### src/rtl/flash_cmd_pkg.sv
package flash_cmd_pkg;
  localparam int WORD_W = 16;

  localparam logic [7:0] CMD_READ_ARR = 8'hFF;
  localparam logic [7:0] CMD_READ_SR  = 8'h70;
  localparam logic [7:0] CMD_CLR_SR   = 8'h50;
  localparam logic [7:0] CMD_PROG     = 8'h40;
  localparam logic [7:0] CMD_PROG_ALT = 8'h10;
  localparam logic [7:0] CMD_ERASE    = 8'h20;
  localparam logic [7:0] CMD_CONFIRM  = 8'hD0;
  localparam logic [7:0] CMD_SUSPEND  = 8'hB0;

  typedef enum logic [1:0] {PEND_NONE, PEND_PROG, PEND_ERASE} pend_e;

  // Programming can only pull bits low.
  function automatic logic [WORD_W-1:0] prog_merge(input logic [WORD_W-1:0] old_w,
                                                   input logic [WORD_W-1:0] new_w);
    return old_w & new_w;
  endfunction

  // Verify fault: a requested 1 sits over a stored 0.
  function automatic logic prog_fault(input logic [WORD_W-1:0] old_w,
                                      input logic [WORD_W-1:0] new_w);
    return |(new_w & ~old_w);
  endfunction
endpackage

### src/rtl/fl_timer.sv
module fl_timer #(
  parameter int LEN = 4
) (
  input  logic clk,
  input  logic rst_n,
  input  logic load_i,
  input  logic run_i,
  output logic busy_o,
  output logic done_o
);
  localparam int CNT_W = $clog2(LEN + 1);

  logic [CNT_W-1:0] cnt;

  always_ff @(posedge clk) begin
    if (!rst_n)                      cnt <= '0;
    else if (load_i)                 cnt <= CNT_W'(LEN);
    else if (run_i && cnt != '0)     cnt <= cnt - 1'b1;
  end

  assign busy_o = (cnt != '0);
  assign done_o = run_i && (cnt == CNT_W'(1));

  AST_PAUSE_HOLDS: assert property (@(posedge clk) disable iff (!rst_n)
    (!run_i && !load_i) |=> (busy_o == $past(busy_o)));
endmodule

### src/rtl/fl_array.sv
module fl_array
  import flash_cmd_pkg::*;
#(
  parameter int ADDR_W = 6,
  parameter int BLK_W  = 2
) (
  input  logic              clk,
  input  logic              rst_n,
  input  logic              wr_i,
  input  logic [ADDR_W-1:0] wr_addr_i,
  input  logic [WORD_W-1:0] wr_data_i,
  input  logic              ers_i,
  input  logic [BLK_W-1:0]  ers_blk_i,
  input  logic [ADDR_W-1:0] rd_addr_i,
  output logic [WORD_W-1:0] rd_data_o,
  input  logic [ADDR_W-1:0] chk_addr_i,
  output logic [WORD_W-1:0] chk_data_o
);
  localparam int DEPTH = 1 << ADDR_W;
  localparam int NBLK  = 1 << BLK_W;
  localparam int SHIFT = ADDR_W - BLK_W;

  logic [WORD_W-1:0] mem [DEPTH];
  logic [NBLK-1:0]   blk_hit;

  for (genvar g = 0; g < NBLK; g++) begin : g_blk
    assign blk_hit[g] = ers_i && (ers_blk_i == BLK_W'(g));
  end

  always_ff @(posedge clk) begin
    if (!rst_n) begin
      for (int i = 0; i < DEPTH; i++) mem[i] <= '1;
    end else if (ers_i) begin
      for (int i = 0; i < DEPTH; i++)
        if (blk_hit[i >> SHIFT]) mem[i] <= '1;
    end else if (wr_i) begin
      mem[wr_addr_i] <= wr_data_i;
    end
  end

  assign rd_data_o  = mem[rd_addr_i];
  assign chk_data_o = mem[chk_addr_i];

  AST_PROG_ONLY_CLEARS: assert property (@(posedge clk) disable iff (!rst_n)
    wr_i |-> ((wr_data_i & ~mem[wr_addr_i]) == '0));
endmodule

### src/rtl/flash_cmd_ctrl.sv
module flash_cmd_ctrl
  import flash_cmd_pkg::*;
#(
  parameter int ADDR_W    = 6,
  parameter int BLK_W     = 2,
  parameter int PROG_CYC  = 4,
  parameter int ERASE_CYC = 20,
  parameter int SUSP_LAT  = 3,
  parameter int LOCK_BLK  = 0
) (
  input  logic              clk,
  input  logic              rst_n,
  input  logic              wr_en,
  input  logic [ADDR_W-1:0] addr,
  input  logic [WORD_W-1:0] wdata,
  input  logic              vpp_ok,
  input  logic              protect,
  output logic [WORD_W-1:0] rdata
);
  logic        we_q, wr_evt;
  logic [7:0]  cmd;
  logic [BLK_W-1:0] blk;
  pend_e       pend_q, nxt_pend;
  logic        sr_mode_q, nxt_mode;
  logic        e_lock_q, e_vpp_q, e_prog_q, e_ers_q;
  logic [ADDR_W-1:0] prog_addr_q;
  logic [WORD_W-1:0] prog_data_q;
  logic [BLK_W-1:0]  erase_blk_q;
  logic        erase_susp_q, resume_pend_q;

  logic prog_busy, prog_done, ers_busy, ers_done, ers_run, susp_req, sus_done;
  logic prog_start, ers_start, sus_start, resume_cmd, clr_cmd, seq_err;
  logic set_lock, set_vpp, set_prog, set_ers;
  logic lock_hit, susp_hit, is_prog_code, ready, verify_bad;
  logic [WORD_W-1:0] rd_word, old_word;
  logic [7:0] sr;

  assign wr_evt       = wr_en && !we_q;
  assign cmd          = wdata[7:0];
  assign blk          = addr[ADDR_W-1 -: BLK_W];
  assign lock_hit     = protect && (blk == BLK_W'(LOCK_BLK));
  assign susp_hit     = ers_busy && (blk == erase_blk_q);
  assign is_prog_code = (cmd == CMD_PROG) || (cmd == CMD_PROG_ALT);
  assign ers_run      = ers_busy && !erase_susp_q && !susp_req;
  assign ready        = !(prog_busy || (ers_busy && !erase_susp_q));
  assign verify_bad   = prog_done && prog_fault(old_word, prog_data_q);

  fl_timer #(.LEN(PROG_CYC)) u_prog_tmr (
    .clk, .rst_n, .load_i(prog_start), .run_i(1'b1),
    .busy_o(prog_busy), .done_o(prog_done));

  fl_timer #(.LEN(ERASE_CYC)) u_ers_tmr (
    .clk, .rst_n, .load_i(ers_start), .run_i(ers_run),
    .busy_o(ers_busy), .done_o(ers_done));

  fl_timer #(.LEN(SUSP_LAT)) u_sus_tmr (
    .clk, .rst_n, .load_i(sus_start), .run_i(1'b1),
    .busy_o(susp_req), .done_o(sus_done));

  fl_array #(.ADDR_W(ADDR_W), .BLK_W(BLK_W)) u_array (
    .clk, .rst_n,
    .wr_i(prog_done), .wr_addr_i(prog_addr_q),
    .wr_data_i(prog_merge(old_word, prog_data_q)),
    .ers_i(ers_done), .ers_blk_i(erase_blk_q),
    .rd_addr_i(addr), .rd_data_o(rd_word),
    .chk_addr_i(prog_addr_q), .chk_data_o(old_word));

  // Command decode
  always_comb begin
    nxt_pend = pend_q;   nxt_mode = sr_mode_q;
    prog_start = 1'b0;   ers_start = 1'b0;  sus_start = 1'b0;
    resume_cmd = 1'b0;   clr_cmd = 1'b0;    seq_err = 1'b0;
    set_lock = 1'b0;     set_vpp = 1'b0;    set_prog = 1'b0;  set_ers = 1'b0;
    if (wr_evt) begin
      if (pend_q == PEND_PROG) begin
        nxt_pend = PEND_NONE;  nxt_mode = 1'b1;
        if (!vpp_ok || lock_hit || susp_hit) begin
          set_prog = 1'b1;  set_vpp = !vpp_ok;  set_lock = lock_hit;
        end else begin
          prog_start = 1'b1;
        end
      end else if (pend_q == PEND_ERASE) begin
        nxt_pend = PEND_NONE;  nxt_mode = 1'b1;
        if (cmd != CMD_CONFIRM) begin
          seq_err = 1'b1;
        end else if (!vpp_ok || lock_hit) begin
          set_ers = 1'b1;  set_vpp = !vpp_ok;  set_lock = lock_hit;
        end else begin
          ers_start = 1'b1;
        end
      end else if (prog_busy) begin
        if (cmd == CMD_READ_SR) nxt_mode = 1'b1;
        else if (cmd == CMD_CONFIRM && erase_susp_q) begin
          resume_cmd = 1'b1;  nxt_mode = 1'b1;
        end
      end else if (ers_busy && !erase_susp_q) begin
        if (cmd == CMD_READ_SR) nxt_mode = 1'b1;
        else if (cmd == CMD_SUSPEND && !susp_req) begin
          sus_start = 1'b1;  nxt_mode = 1'b1;
        end
      end else if (ers_busy) begin
        if (cmd == CMD_READ_ARR)      nxt_mode = 1'b0;
        else if (cmd == CMD_READ_SR)  nxt_mode = 1'b1;
        else if (is_prog_code) begin
          nxt_pend = PEND_PROG;  nxt_mode = 1'b1;
        end else if (cmd == CMD_CONFIRM) begin
          resume_cmd = 1'b1;  nxt_mode = 1'b1;
        end
      end else begin
        if (cmd == CMD_READ_ARR)      nxt_mode = 1'b0;
        else if (cmd == CMD_READ_SR)  nxt_mode = 1'b1;
        else if (cmd == CMD_CLR_SR)   clr_cmd = 1'b1;
        else if (is_prog_code) begin
          nxt_pend = PEND_PROG;  nxt_mode = 1'b1;
        end else if (cmd == CMD_ERASE) begin
          nxt_pend = PEND_ERASE;  nxt_mode = 1'b1;
        end else begin
          seq_err = 1'b1;  nxt_mode = 1'b1;
        end
      end
    end
  end

  always_ff @(posedge clk) begin
    if (!rst_n) begin
      we_q <= 1'b0;  pend_q <= PEND_NONE;  sr_mode_q <= 1'b0;
      e_lock_q <= 1'b0;  e_vpp_q <= 1'b0;  e_prog_q <= 1'b0;  e_ers_q <= 1'b0;
      prog_addr_q <= '0;  prog_data_q <= '0;  erase_blk_q <= '0;
      erase_susp_q <= 1'b0;  resume_pend_q <= 1'b0;
    end else begin
      we_q      <= wr_en;
      pend_q    <= nxt_pend;
      sr_mode_q <= nxt_mode;
      if (prog_start) begin
        prog_addr_q <= addr;
        prog_data_q <= wdata;
      end
      if (ers_start) erase_blk_q <= blk;
      if (sus_done)                          erase_susp_q <= 1'b1;
      else if (resume_cmd && !prog_busy)     erase_susp_q <= 1'b0;
      else if (prog_done && resume_pend_q)   erase_susp_q <= 1'b0;
      if (resume_cmd && prog_busy) resume_pend_q <= 1'b1;
      else if (prog_done)          resume_pend_q <= 1'b0;
      if (clr_cmd) begin
        e_lock_q <= 1'b0;  e_vpp_q <= 1'b0;  e_prog_q <= 1'b0;  e_ers_q <= 1'b0;
      end else begin
        e_lock_q <= e_lock_q | set_lock;
        e_vpp_q  <= e_vpp_q  | set_vpp;
        e_prog_q <= e_prog_q | set_prog | seq_err | verify_bad;
        e_ers_q  <= e_ers_q  | set_ers  | seq_err;
      end
    end
  end

  assign sr    = {ready, erase_susp_q, e_ers_q, e_prog_q, e_vpp_q, 1'b0, e_lock_q, 1'b0};
  assign rdata = sr_mode_q ? {8'h00, sr} : rd_word;

  AST_ONE_ENGINE: assert property (@(posedge clk) disable iff (!rst_n)
    !(prog_busy && ers_run));
  AST_SUSP_AFTER_REQ: assert property (@(posedge clk) disable iff (!rst_n)
    $rose(erase_susp_q) |-> $past(susp_req));
  AST_RESUME_AFTER_PROG: assert property (@(posedge clk) disable iff (!rst_n)
    $fell(erase_susp_q) |-> !prog_busy);
  AST_ERR_STICKY: assert property (@(posedge clk) disable iff (!rst_n)
    $fell(e_prog_q) |-> $past(clr_cmd));
  AST_BUSY_IGNORES: assert property (@(posedge clk) disable iff (!rst_n)
    (prog_busy && wr_evt && pend_q == PEND_NONE) |-> !(prog_start || ers_start || clr_cmd));
endmodule

### config.mk
export PLATFORM = sky130hd
export DESIGN_NAME = flash_cmd_ctrl
export DESIGN_NICKNAME = d
export VERILOG_FILES = /design/src/rtl/flash_cmd_pkg.sv /design/src/rtl/fl_timer.sv /design/src/rtl/fl_array.sv /design/src/rtl/flash_cmd_ctrl.sv
export SDC_FILE = /design/constraint.sdc
export NUM_CORES = 2
export LEC_CHECK = 0
export BUFFER_PORTS_ARGS = -buffer_cell sky130_fd_sc_hd__clkbuf_2
export CORE_ASPECT_RATIO = 1.2
export CORE_MARGIN = 2
export CORE_UTILIZATION = 55
export DETAILED_ROUTE_END_ITERATION = 6
export PLACE_DENSITY = 0.76
export SLEW_MARGIN = 20
export SYNTH_ARGS = -nofsm -noshare
export SYNTH_HDL_FRONTEND = slang
export SYNTH_HIERARCHICAL = 1
export SYNTH_SLANG_ARGS = --single-unit
export TNS_END_PERCENT = 20
### constraint.sdc
create_clock -name clk -period 6.1 [get_ports clk]
set_clock_uncertainty 0.1 [all_clocks]
set_input_delay 1.22 -clock clk [delete_from_list [all_inputs] [get_ports clk]]
set_output_delay 1.22 -clock clk [all_outputs]
set_load 0.01 [all_outputs]
## Word level (Yosys, flattened, before mapping)

Memories as Yosys holds them, arrays and structs flattened. A register that Yosys moved wholly into a read port is not among the register bits.
Index checks and enable logic that the tools add are counted.

- Bitwise gates (word level): 75
- Equal/unequal tests: 28
- Muxes and demuxes: 199
- $add $sub $neg: 3
- Reduce and logical (&&, ||, !) cells: 45

Operator list:

| operator | number |
|---|---|
| 2-to-1 mux 16 bit | 66 |
| 2-to-1 mux 1 bit | 111 |
| OR 1 bit | 71 |
| bitwise AND 16 bit | 2 |
| OR reduction 16 bit | 2 |
| 2-to-1 mux 2 bit | 15 |
| equality test 8 x 7 -> 1 bit, second input constant | 3 |
| equality test 8 bit, second input constant | 3 |
| 2-to-1 mux 6 bit | 3 |
| logical AND 1 bit | 17 |
| != test 8 bit, second input constant | 2 |
| NOT 16 bit | 1 |
| 2-to-1 mux 5 bit | 2 |
| nonzero test 2 bit | 5 |
| != test 9 x 2 -> 1 bit, second input constant | 1 |
| equality test 8 x 5 -> 1 bit, second input constant | 1 |
| equality test 8 x 6 -> 1 bit, second input constant | 1 |
| AND reduction 8 bit | 1 |
| equality test 2 x 1 -> 1 bit, second input constant | 3 |
| equality test 2 bit, second input constant | 3 |
| zero test 1 bit | 6 |
| 2-to-1 mux 3 bit | 2 |
| != test 3 x 1 -> 1 bit, second input constant | 2 |
| != test 3 bit, second input constant | 2 |
| other kinds (18) | 25 |

- Output and inout port bits: 16
- Logic and storage cells: 368
- Memories: 1
- Bits in registers: 44
- Memory bits (writable): 1,024

Memories:

| memory | depth | width | read ports | clocked after memory_dff | wr ports | RTL line | text |
|---|---|---|---|---|---|---|---|
| u_array.mem | 64 | 16 | 2 | 1 | 64 | fl_array.sv:23 | `logic [WORD_W-1:0] mem [DEPTH];` |

## Logic depth before layout (Yosys ltp)

- Depth in word-level cells: 14
- Gate-level depth with buffers: 16

## Cells and area by module

The synthesis kept the hierarchy.

By module, submodules not included:

| module | cells an instance | sequential area each (µm²) | area each (µm²) | instances |
|---|---|---|---|---|
| fl_array | 3,823 | 30,749.5 | 55,298.0 | 1 |
| flash_cmd_ctrl | 248 | 680.7 | 2,159.6 | 1 |
| fl_timer at u_ers_tmr | 32 | 100.1 | 277.8 | 1 |
| fl_timer at u_prog_tmr | 19 | 60.1 | 181.4 | 1 |
| fl_timer at u_sus_tmr | 14 | 40.0 | 138.9 | 1 |

## Worst setup path after synthesis

OpenSTA, ideal clock, no wires.

- Kind: reg-to-reg
- Start point: register u_ers_tmr.cnt[0]
- End point: memory u_array.mem[38][0], enable pin
- Buffers on the path: 4
- Setup slack: 1.602 ns
- Clock period less this slack: 4.498 ns
- Stages on the path, launching flop included: 17
- Data arrival time: 3.933 ns
- Path through: dfxtp_1 > inv_1 > ha_1 > nor4b_2 > inv_1 > clkbuf_1 > nor2b_1 > nor2b_1 > nand2b_1 > nor4b_1 > inv_2 > nand4b_1 > or2_1 > clkbuf_1 > clkbuf_1 > clkbuf_1 > o21ai_0

RTL lines:

| item | RTL line | text |
|---|---|---|
| from (decl) | fl_timer.sv:13 | `logic [CNT_W-1:0] cnt;` |
| from (signal assigned) | fl_timer.sv:17 | `else if (load_i) cnt <= CNT_W'(LEN);` |
| from (signal assigned) | fl_timer.sv:18 | `else if (run_i && cnt != '0) cnt <= cnt - 1'b1;` |
| to (decl) | fl_array.sv:23 |  |

## Worst setup path after layout

- Start point: input addr[0]
- End point: output rdata[10]

- Longest elaborated chain between the ends: 2

RTL lines:

| item | RTL line | text |
|---|---|---|
| from (decl) | flash_cmd_ctrl.sv:14 | `input logic [ADDR_W-1:0] addr,` |
| memory (64 x 16 bit) | n/a |  |
| via rd_word[10] | flash_cmd_ctrl.sv:35 | `logic [WORD_W-1:0] rd_word, old_word;` |
| 2-to-1 mux 16 bit | flash_cmd_ctrl.sv:156 | `assign rdata = sr_mode_q ? {8'h00, sr} : rd_word;` |
| to (decl) | flash_cmd_ctrl.sv:18 | `output logic [WORD_W-1:0] rdata` |

The timed path passes the listed nets, and every way through them passes these cells.

==> flow_summary.yaml <==
worst_setup_path:
  r2r_cells: 8
  startpoint: "addr[0]"
  cp.arrival_ps: 4480
  reg2reg_from: "prog_addr_q[0]"
  worstSetupPathType: "in -> out"
  startpoint_type: "primary input"
  crit_end: "rdata[10]"
  reg2reg_to: "u_array/mem[57][14]"
  crit_required_ps: 4780
  critPathMaxFanout: 51
  rrSetupSlack_ps: 620
  cp-end-kind: "output port"
cts:
  htreeDepth: 3
  cts_root_buf: "clkbuf_16"
  post-cts-setup-buffers: 0
  clk-insertion-delay-late_ps: 730
  tritoncts: "done"
  clkSinkCount: 1068
  ctsHoldBuffers: 0
  cts-resized-gates: 0
  numCtsBuffers: 105
  clk_pin_slew_ps: 60
  cts_buffer_depth: 3
layout:
  drive_gt1_frac: 0.361
  finalInstanceArea_mm2: 0.0637
  multi_input_area_mm2: 0.0244
  area.sequential_mm2: 0.0316
  fin_nets: 4105
  area_delta_synth_final_pct: 9.73
  fillers: 7714
grt:
  grt_pass1_vias: 38900
  antenna_found_initial: 12
  gr-total-overflow: 0
  grt_max_degree: 69
  grt_pass1_wl_um: 273000
  globalRouteTotalUtil: 0.351
status:
  status: "complete, but fails checks"
  failed_checks: "DRC"
logic_synthesis:
  yosysWarnings: 6
  ys_async_sr_fraction: 0
  yosysUniqueCellTypes: 85
  synth_enable_flop_cells: 1024
  netlist.area_leader.share: 0.530
  yosys-top-cells-area: "edfxtp_1, mux4_2, or2_2"
  synth_cells: 4136
  synthTopCellsByCount: "edfxtp_1, or2_2, or3_1"
  syn_avg_cell_area_um2: 14.0
  netlist_area_mm2: 0.0581
  synthFlopType: "edfxtp_1"
  yosys.area.top_type: "edfxtp_1"
  ys_seq_area_frac: 0.545
  synth-seq-cells: 1068
  synth.most_common_cell: "edfxtp_1"
floorplanning:
  core_mm2: 0.105
  io_pins: 43
  rows: 130
  dieArea_mm2: 0.108
  die_h_um: 360
  initial_core_util: 0.554
  die_w_um: 301
route:
  top_layer: "met5"
  antenna_left: 0
  drt-met1-wl_um: 62000
  wl_met3_um: 25900
  routed_wl_um: 190000
  remaining_drc_errors: 1
  first_pass_iters: 7
  wire_per_inst_um: 34.2
  viasPerCell: 7.19
  vias: 39900
  wl_met2_um: 86800
  drt_iter0_drc: 6152
power_and_ir_drop:
  p_leak_nw: 16.5
  p_comb_frac: 0.066
  power.switching_w: 0.00363
  ir_worst_vdd_uv: 217
  p_per_area_mw_per_mm2: 246
  switching_share: 0.232
  internal_power_w: 0.0120
  p_clk_frac: 0.412
  seqPwrFrac: 0.522
  finalPower_w: 0.0156
timing:
  fin_crit_ps: 5800
  hold_viol_final: 0
  setup_tns_ps: 0
  relSlewSlack: 0.189
  grt_setup_unrepaired: "false"
  tightest_slew_ps: 1220
  drv_slew: 0
  max_freq_ghz: 0.172
  period_share: 0.951
  final-setup-viol-count: 0
worst_hold_path:
  hp-class: "reg -> reg"
place:
  post_dp_cell_area_mm2: 0.0603
  io_buffers: 42
  place_congestion: 1.02
  dp.final_hpwl_um: 125000
job:
  drv_cap: 0
cell families after synthesis:
family / Yosys count / synth area share
AND/OR/NAND/NOR: 1454 / 0.150
flip-flops: 1068 / 0.545
multiplexers: 706 / 0.219
buffers and inverters: 506 / 0.0375
AO/OA/AOI/OAI: 387 / 0.0458
adder cells (fa/ha/maj): 9 / 0.00194
XOR/XNOR: 5 / 0.000754
other: 1 / 0.0000646
layout by cell type, fill, tap and decap left out, types with 11 or more instances in the layout:
cell type / netlist / final
mux2_2: 21 / 21
o211ai_1: 25 / 25
a211oi_1: 34 / 34
a221oi_1: 17 / 17
inv_1: 32 / 32
nor3_1: 17 / 16
o22ai_1: 61 / 61
dfxtp_1: 44 / 38
mux4_2: 449 / 449
or3_1: 515 / 514
a22o_1: 21 / 21
nand3_1: 54 / 53
nor2_1: 52 / 52
a22oi_1: 28 / 28
clkbuf_16: 0 / 107
o221ai_1: 11 / 11
o21ai_2: 0 / 11
clkbuf_1: 328 / 12
nor2b_1: 52 / 50
o21ai_1: 12 / 30
buf_4: 24 / 230
and2_2: 1 / 15
and2_1: 27 / 11
mux2i_1: 235 / 235
edfxtp_1: 1024 / 1024
nand2b_1: 40 / 40
buf_12: 0 / 21
clkinv_1: 0 / 27
clkbuf_2: 1 / 38
nand2_1: 122 / 122
or2_2: 515 / 515
clkinv_2: 0 / 24
a21oi_1: 35 / 35
o21ai_0: 79 / 46
critical path, stage by stage:
cell	delay (ps)
buf_8	490
buf_4	490
mux4_2	550
o211ai_1	400
nand3_1	410
and4_1	440
nor2b_1	210
clkbuf_2	200
per-stage QoR:
step | std cells | setup slack [ps] | util | hold WS [ps]
6_report | 5545 | 298 | 0.608 | 377
5_1_grt | 5537 | 250 | 0.608 | 411
4_1_cts | 5537 | 390 | 0.608 | 380
3_5_place_dp | 5348 | 398 | 0.576 | 372
3_3_place_gp | 5347 | 409 | 0.576 | 368
2_1_floorplan | 4141 | 1600 | - | 335
power groups by stage:
stage / registers [W] / logic [W] / clock network (W)
3_5_place_dp: 0.00831 / 0.00100 / 0
4_1_cts: 0.00816 / 0.00101 / 0.00645
2_1_floorplan: 0.00828 / 0.000610 / 0
6_report: 0.00816 / 0.00103 / 0.00645
3_3_place_gp: 0.00831 / 0.000994 / 0
5_1_grt: 0.00817 / 0.00107 / 0.00672
area by class of cell:
| cell class | count | share of cell area |
|---|---|---|
| well taps | 1386 | 0.0272 |
| repair buffers | 294 | 0.0377 |
| flip-flops and latches | 1068 | 0.497 |
| inverters | 33 | 0.00194 |
| clock buffers | 119 | 0.0427 |
| multi-input cells | 2567 | 0.384 |
| clock inverters | 70 | 0.00964 |
| diodes | 8 | 0.000314 |
flip-flops by register name, summed over array words and instances, names as in the netlist:
signal	flops
e_lock_q	1
u_prog_tmr/cnt	3
e_ers_q	1
erase_susp_q	1
we_q	1
e_vpp_q	1
sr_mode_q	1
pend_q	2
u_ers_tmr/cnt	5
u_sus_tmr/cnt	2
e_prog_q	1
prog_addr_q	6
u_array/mem	1024
resume_pend_q	1
prog_data_q	16
erase_blk_q	2
routing by layer:
layer,up-vias,track usage
li1,16000,-
met1,19900,0.439
met2,3249,0.531
met3,723,0.0984
met4,14,0.238
met5,-,0
worst min-delay path by stage:
stage,from,end,depth (start not counted)
floorplan,e_vpp_q,e_vpp_q,1
detailed placement,pend_q[0],pend_q[0],2
global placement,pend_q[1],pend_q[1],2
finish,pend_q[0],pend_q[0],2
global route,pend_q[0],pend_q[0],2
CTS,pend_q[0],pend_q[0],2
(Power assumes the default switching activity.)
